[config.mk]
export PLATFORM = sky130hd
export DESIGN_NAME = cec_tx_stage
export DESIGN_NICKNAME = d
export VERILOG_FILES = /design/src/rtl/cec_tx_stage.sv
export SDC_FILE = /design/constraint.sdc
export NUM_CORES = 1
export LEC_CHECK = 0
export BUFFER_PORTS_ARGS = -buffer_cell sky130_fd_sc_hd__clkbuf_2
export CORE_ASPECT_RATIO = 1.4
export CORE_MARGIN = 2
export CORE_UTILIZATION = 45
export CTS_CLUSTER_SIZE = 8
export DETAILED_ROUTE_END_ITERATION = 7
export GPL_TIMING_DRIVEN = 0
export PLACE_DENSITY = 0.75
export SYNTH_ARGS = -nofsm -noshare
export SYNTH_HDL_FRONTEND = slang
export SYNTH_SLANG_ARGS = --single-unit
[constraint.sdc]
create_clock -name clk -period 4 [get_ports clk]
set_clock_uncertainty 0.1 [all_clocks]
set_input_delay 0.4 -clock clk [delete_from_list [all_inputs] [get_ports clk]]
set_output_delay 0.4 -clock clk [all_outputs]
set_load 0.05 [all_outputs]
[src/rtl/cec_tx_stage.sv]
module cec_tx_stage #(
  parameter int NOPS = 14,
  parameter int AW   = 7
) (
  input  logic            clk,
  input  logic            rst_n,
  input  logic            wr_en,
  input  logic [AW-1:0]   addr,
  input  logic [7:0]      wdata,
  output logic [7:0]      rdata,
  output logic            launch,
  output logic            busy,
  output logic [3:0]      f_init,
  output logic [3:0]      f_dest,
  output logic            f_poll,
  output logic [7:0]      f_opcode,
  output logic [3:0]      f_nops,
  output logic [NOPS*8-1:0] f_ops,
  input  logic            eng_done,
  input  logic            eng_ack,
  output logic            irq
);
  localparam logic [AW-1:0] A_CTRL  = AW'(8'h00);
  localparam logic [AW-1:0] A_INIT  = AW'(8'h04);
  localparam logic [AW-1:0] A_DEST  = AW'(8'h08);
  localparam logic [AW-1:0] A_STA   = AW'(8'h0C);
  localparam logic [AW-1:0] A_STB   = AW'(8'h10);
  localparam logic [AW-1:0] A_ENA   = AW'(8'h14);
  localparam logic [AW-1:0] A_ENB   = AW'(8'h18);
  localparam logic [AW-1:0] A_STATE = AW'(8'h1C);
  localparam logic [AW-1:0] A_OPC   = AW'(8'h20);
  localparam logic [AW-1:0] A_OP0   = AW'(8'h24);
  localparam logic [AW-1:0] A_GO    = A_OP0 + AW'(4 * NOPS);
  localparam logic [3:0]    MAXN    = 4'(NOPS);

  logic [3:0] init_q, dest_q, cnt_q;
  logic       poll_q, busy_q, launch_q, clr_pend, ex_hold;
  logic [7:0] opc_q, ena_q, enb_q;
  logic [7:0] ops_q [NOPS];
  logic [2:0] lim_q, tries_q;
  logic       ok_st, ex_st;

  logic [AW-1:0] off;
  logic          op_hit;
  logic [AW-3:0] op_idx;
  assign off    = addr - A_OP0;
  assign op_hit = (addr >= A_OP0) && (addr < A_GO) && (addr[1:0] == 2'b00);
  assign op_idx = off[AW-1:2];

  logic stage_ok, go_data, go_poll, go_any, ok_done, nack, give_up;
  assign stage_ok = wr_en & ~busy_q;
  assign go_data  = stage_ok && addr == A_GO && wdata[4];
  assign go_poll  = stage_ok && addr == A_DEST && wdata[7];
  assign go_any   = go_data | go_poll;
  assign ok_done  = busy_q & eng_done & eng_ack;
  assign nack     = busy_q & eng_done & ~eng_ack;
  assign give_up  = nack && (tries_q == lim_q);

  always_ff @(posedge clk) begin
    if (!rst_n) begin
      init_q <= '0; dest_q <= '0; cnt_q <= '0; poll_q <= 1'b0;
      opc_q <= '0; lim_q <= '0; tries_q <= '0; ex_hold <= 1'b0;
      busy_q <= 1'b0; launch_q <= 1'b0; clr_pend <= 1'b0;
      for (int i = 0; i < NOPS; i++) ops_q[i] <= '0;
    end else begin
      launch_q <= 1'b0;
      if (clr_pend) begin
        clr_pend <= 1'b0;
        opc_q    <= '0;
        ex_hold  <= 1'b0;
        tries_q  <= '0;
        for (int i = 0; i < NOPS; i++) ops_q[i] <= '0;
      end
      if (stage_ok) begin
        if (addr == A_CTRL) begin
          lim_q    <= wdata[6:4];
          clr_pend <= wdata[7];
        end
        if (addr == A_INIT) init_q <= wdata[3:0];
        if (addr == A_DEST) dest_q <= wdata[3:0];
        if (addr == A_OPC)  opc_q  <= wdata;
        if (op_hit)         ops_q[op_idx] <= wdata;
      end
      if (go_any) begin
        busy_q   <= 1'b1;
        launch_q <= 1'b1;
        poll_q   <= go_poll;
        cnt_q    <= go_poll ? 4'd0 : (wdata[3:0] > MAXN ? MAXN : wdata[3:0]);
        tries_q  <= '0;
        ex_hold  <= 1'b0;
      end
      if (ok_done) busy_q <= 1'b0;
      if (nack) begin
        if (give_up) begin
          busy_q  <= 1'b0;
          ex_hold <= 1'b1;
        end else begin
          tries_q  <= tries_q + 3'd1;
          launch_q <= 1'b1;
        end
      end
    end
  end

  always_ff @(posedge clk) begin
    if (!rst_n) begin
      ok_st <= 1'b0; ex_st <= 1'b0; ena_q <= '0; enb_q <= '0;
    end else begin
      if (wr_en && addr == A_STA && wdata[5]) ok_st <= 1'b0;
      if (wr_en && addr == A_STB && wdata[1]) ex_st <= 1'b0;
      if (wr_en && addr == A_ENA) ena_q <= wdata;
      if (wr_en && addr == A_ENB) enb_q <= wdata;
      if (ok_done) ok_st <= 1'b1;
      if (give_up) ex_st <= 1'b1;
    end
  end

  always_comb begin
    rdata = 8'h00;
    case (addr)
      A_CTRL:  rdata = {clr_pend, ex_hold ? tries_q : lim_q, 4'h0};
      A_INIT:  rdata = {4'h0, init_q};
      A_DEST:  rdata = {4'h0, dest_q};
      A_STA:   rdata = {2'b00, ok_st, 5'b0};
      A_STB:   rdata = {6'b0, ex_st, 1'b0};
      A_ENA:   rdata = ena_q;
      A_ENB:   rdata = enb_q;
      A_STATE: rdata = {7'b0, busy_q};
      A_OPC:   rdata = opc_q;
      A_GO:    rdata = {4'h0, cnt_q};
      default: if (op_hit) rdata = ops_q[op_idx];
    endcase
  end

  genvar g;
  generate
    for (g = 0; g < NOPS; g++) begin : g_ops
      assign f_ops[g*8 +: 8] = ops_q[g];
    end
  endgenerate

  assign launch   = launch_q;
  assign busy     = busy_q;
  assign f_init   = init_q;
  assign f_dest   = dest_q;
  assign f_poll   = poll_q;
  assign f_opcode = opc_q;
  assign f_nops   = cnt_q;
  assign irq      = (ok_st & ena_q[5]) | (ex_st & enb_q[1]);

  assert_launch_busy_R2: assert property (@(posedge clk) disable iff (!rst_n)
    launch |-> busy);
  assert_poll_no_ops_R4: assert property (@(posedge clk) disable iff (!rst_n)
    (busy && f_poll) |-> (f_nops == 4'd0));
  assert_nops_clamp_R3: assert property (@(posedge clk) disable iff (!rst_n)
    f_nops <= MAXN);
  assert_ack_ends_R5: assert property (@(posedge clk) disable iff (!rst_n)
    (busy && eng_done && eng_ack) |=> (!busy && ok_st));
  assert_exhaust_idle_R6: assert property (@(posedge clk) disable iff (!rst_n)
    $rose(ex_st) |-> !busy);
  assert_tries_bound_R7: assert property (@(posedge clk) disable iff (!rst_n)
    busy |-> (tries_q <= lim_q));
  assert_clear_self_R8: assert property (@(posedge clk) disable iff (!rst_n)
    clr_pend |=> !clr_pend);
  assert_hold_busy_R10: assert property (@(posedge clk) disable iff (!rst_n)
    (busy && !eng_done) |=> ($stable(opc_q) && $stable(f_init) && $stable(f_dest)));
endmodule

==> results_dict.tcl <==
set metrics [dict create \
    hold_path.class "primary input to flop" \
    timing.rr.start "busy" \
    synth.net_count 734 \
    ys.flop_type "edfxtp_1" \
    p_leak_nw 3.95 \
    finalWorstPathRequiredPeriod_ns 3.80 \
    place_inst 1113 \
    cts_tree "built" \
    diodes 0 \
    rr_worst_depth 4 \
    finalCritPeriodShare_pct 94.9 \
    hold_slack_ns 0.0825 \
    io_buffer_count 162 \
    overflow 0 \
    place.gp.congestion 0.967 \
    dpl.hpwl_microns 18700 \
    grt_pass1_wl_microns 37500 \
    routedWlPerCell_microns 21.8 \
    root_buffer "clkbuf_16" \
    synth_edf_count 128 \
    antenna_found_initial 0 \
    critPathCaptureType "output pin" \
    first_iter_violations 580 \
    drt-total-wl_microns 25000 \
    clk_pin_slew_worst_paths_ns 0.06 \
    clk_latency_ns 0.44 \
    coreArea_sq_um 18500 \
    final_area_sq_um 10200 \
    postSynthCellCount 707 \
    async_flop_share_pct 0 \
    initial_core_util_pct 45.7 \
    grt_pass1_vias 6366 \
    post-route-drc-count 0 \
    die-height_microns 166 \
    placed_area_sq_um 9590 \
    ys_seq_elements 177 \
    cts_buffers 17 \
    min_from "wdata[5]" \
    clock_path_buffers 2 \
    crit_type "primary input to output pin" \
    final_cells 1147 \
    die_area_sq_um 20000 \
    clock.fmax_ghz 0.263 \
    outcome "completed" \
    cap_viol_max_count 0 \
    p_per_area_nw_per_um2 428 \
    die_w_microns 120 \
    avgSynthCellArea_sq_um 12.0 \
    clkSinkCount 177 \
    grt_max_degree 17 \
    drive_above_1_share_pct 29.5 \
    ant_nets 0 \
    nets 917 \
    rsz0062_at_grt "false" \
    worstPathRequired_ns 3.50 \
    grtUsageTotal_pct 25.4 \
    rr_endpoint "ops_q[5][5]" \
    slew_headroom_pct 13.0 \
    vias 6471 \
    final_util_pct 55.1 \
    syn_area_sq_um 8470 \
    vias_per_cell 5.64 \
    fillers 1609 \
    yosysWarnings 0 \
    worstPathMaxFanout 10 \
    crit_start "addr[2]" \
    regToRegSetupSlack_ns 1.39 \
    synth.distinct_cells 50 \
    yosysSeqAreaShare_pct 56.9 \
    start_kind "primary input" \
    finalSetupViolCount 0 \
    endpoint "rdata[7]" \
    worstMarginPinSlew_ns 1.29 \
    power.total_mw 4.37 \
    ios 164 \
    final_max_slew_viol_count 0 \
    cts_hold_buf 0 \
    cp_data_arrival_time_ns 3.30 \
    row_count 59 \
    h-tree-depth 4 \
    first_pass_iters 6 \
    cts_setup_buffers 0 \
    hold_viol 0 \
    area_growth_pct 20.4 \
    vdd_drop_max_uv 201 \
]
==> cells in the final DEF, fill, tap and decap left out, types with 8 or more instances in the layout <==
cell / synthesis / layout
clkbuf_2: 0 / 164
edfxtp_1: 128 / 128
and2_1: 115 / 115
dfxtp_1: 49 / 49
nand2_1: 44 / 44
nand3_1: 36 / 36
inv_1: 35 / 35
mux4_2: 32 / 32
clkbuf_1: 27 / 27
nor2_1: 26 / 26
a21boi_0: 26 / 26
o21ai_0: 26 / 23
clkbuf_16: 0 / 17
o22ai_1: 16 / 15
a21oi_1: 14 / 14
buf_2: 10 / 12
nor2b_1: 12 / 12
nor3b_1: 9 / 9
o21ai_1: 5 / 8
==> routing by layer <==
metal / vias up / global-route usage (%) / wire length [microns]
li1: 2934 / - / -
met1: 3150 / 30.9 / 9430
met2: 330 / 44.1 / 12900
met3: 57 / 4.40 / 1770
met4: 0 / 10.6 / 877
met5: - / 0 / 0
==> sequential cells by signal, indices dropped and copies added, names as in the netlist, 4 cells and up <==
register  count
ops_q       128
f_dest        4
f_opcode      8
enb_q         8
ena_q         8
f_init        4
f_nops        4
==> critical path, stage by stage <==
cell      delay (ns)
clkbuf_2        0.14
buf_4           0.23
buf_6           0.22
inv_1           0.11
ha_1            0.45
clkbuf_2        0.39
mux4_2          0.41
inv_1           0.09
o22ai_1         0.08
o21ai_0         0.31
o211ai_1        0.20
clkbuf_2        0.28
==> synth_stat cells (all sizes together) (2+ instances only) <==
| master | n | share of area, % |
|---|---|---|
| buf | 20 | 1.5 |
| a22oi | 8 | 0.83 |
| nor2 | 32 | 1.6 |
| nor2b | 12 | 0.89 |
| nand4 | 3 | 0.22 |
| a21boi | 30 | 2.7 |
| o21ai | 31 | 1.8 |
| ha | 7 | 1.0 |
| mux2i | 6 | 0.71 |
| mux4 | 32 | 8.5 |
| nand2 | 48 | 2.2 |
| o211ai | 3 | 0.27 |
| o22ai | 16 | 1.2 |
| a22o | 5 | 0.52 |
| nand2b | 3 | 0.22 |
| clkbuf | 27 | 1.2 |
| dfxtp | 49 | 12 |
| nor3b | 9 | 0.80 |
| o21a | 2 | 0.18 |
| a21oi | 14 | 0.83 |
| or3 | 2 | 0.15 |
| nor3 | 8 | 0.59 |
| edfxtp | 128 | 45 |
| a32oi | 4 | 0.59 |
| nand3 | 36 | 2.1 |
| a222oi | 6 | 0.71 |
| xor2 | 3 | 0.31 |
| and3 | 3 | 0.22 |
| nor4 | 2 | 0.32 |
| and2 | 115 | 8.5 |
| inv | 36 | 1.6 |
==> where the power goes <==
part | internal (mW) | leakage, nW | switching [mW]
clock | 0.982 | 0.281 | 0.701
combinational | 0.158 | 2.06 | 0.460
sequential | 2.02 | 1.60 | 0.0414
==> metrics by stage <==
step	TNS [ns]	setup slack [ns]
floorplan	0	0.854
global placement	-0.441	-0.133
detailed placement	-1.33	-0.128
CTS	0	0.108
global route	0	0.0690
finish	0	0.202
==> how the worst min path moves through the flow <==
stage | to | slack, ns | cells past startpoint
detailed placement | ena_q[4] | 0.36 | 2
finish | ops_q[14][5] | 0.08 | 1
global placement | ena_q[3] | 0.34 | 2
floorplan | ena_q[6] | 0.33 | 2
CTS | ops_q[14][5] | 0.07 | 1
global route | ops_q[14][5] | 0.07 | 1
==> area by class of cell <==
| class | count | area (sq um) | share of cell area (%) |
|---|---|---|---|
| buffer | 47 | 233 | 2.28 |
| clock inverter | 13 | 160 | 1.57 |
| timing repair buffer | 164 | 821 | 8.04 |
| multi-input combinational | 447 | 3290 | 32.3 |
| clock buffer | 19 | 433 | 4.24 |
| tap | 244 | 305 | 2.99 |
| sequential | 177 | 4820 | 47.3 |
| inverter | 36 | 135 | 1.32 |
==> timing repair <==
action / 4_1_cts / 5_1_grt
endpoints found under the hold margin: 0 / 0
gates resized for setup: 2 / 2
setup endpoints to repair: 7 / 3
==> logic make-up (layout without fill, tap and decap cells) <==
kind of cell             Yosys count  after routing  share of synthesized area, %
multiplexers                      39             39                          9.35
adder cells (fa/ha/maj)            7              7                          1.03
AND/OR/NAND/NOR                  275            275                          18.1
AO/OA/AOI/OAI                    123            123                          10.0
XOR/XNOR                           3              3                         0.310
flip-flops                       177            177                          56.9
buffers and inverters             83            279                          4.27
No activity file was read; power rests on OpenSTA's default activity.
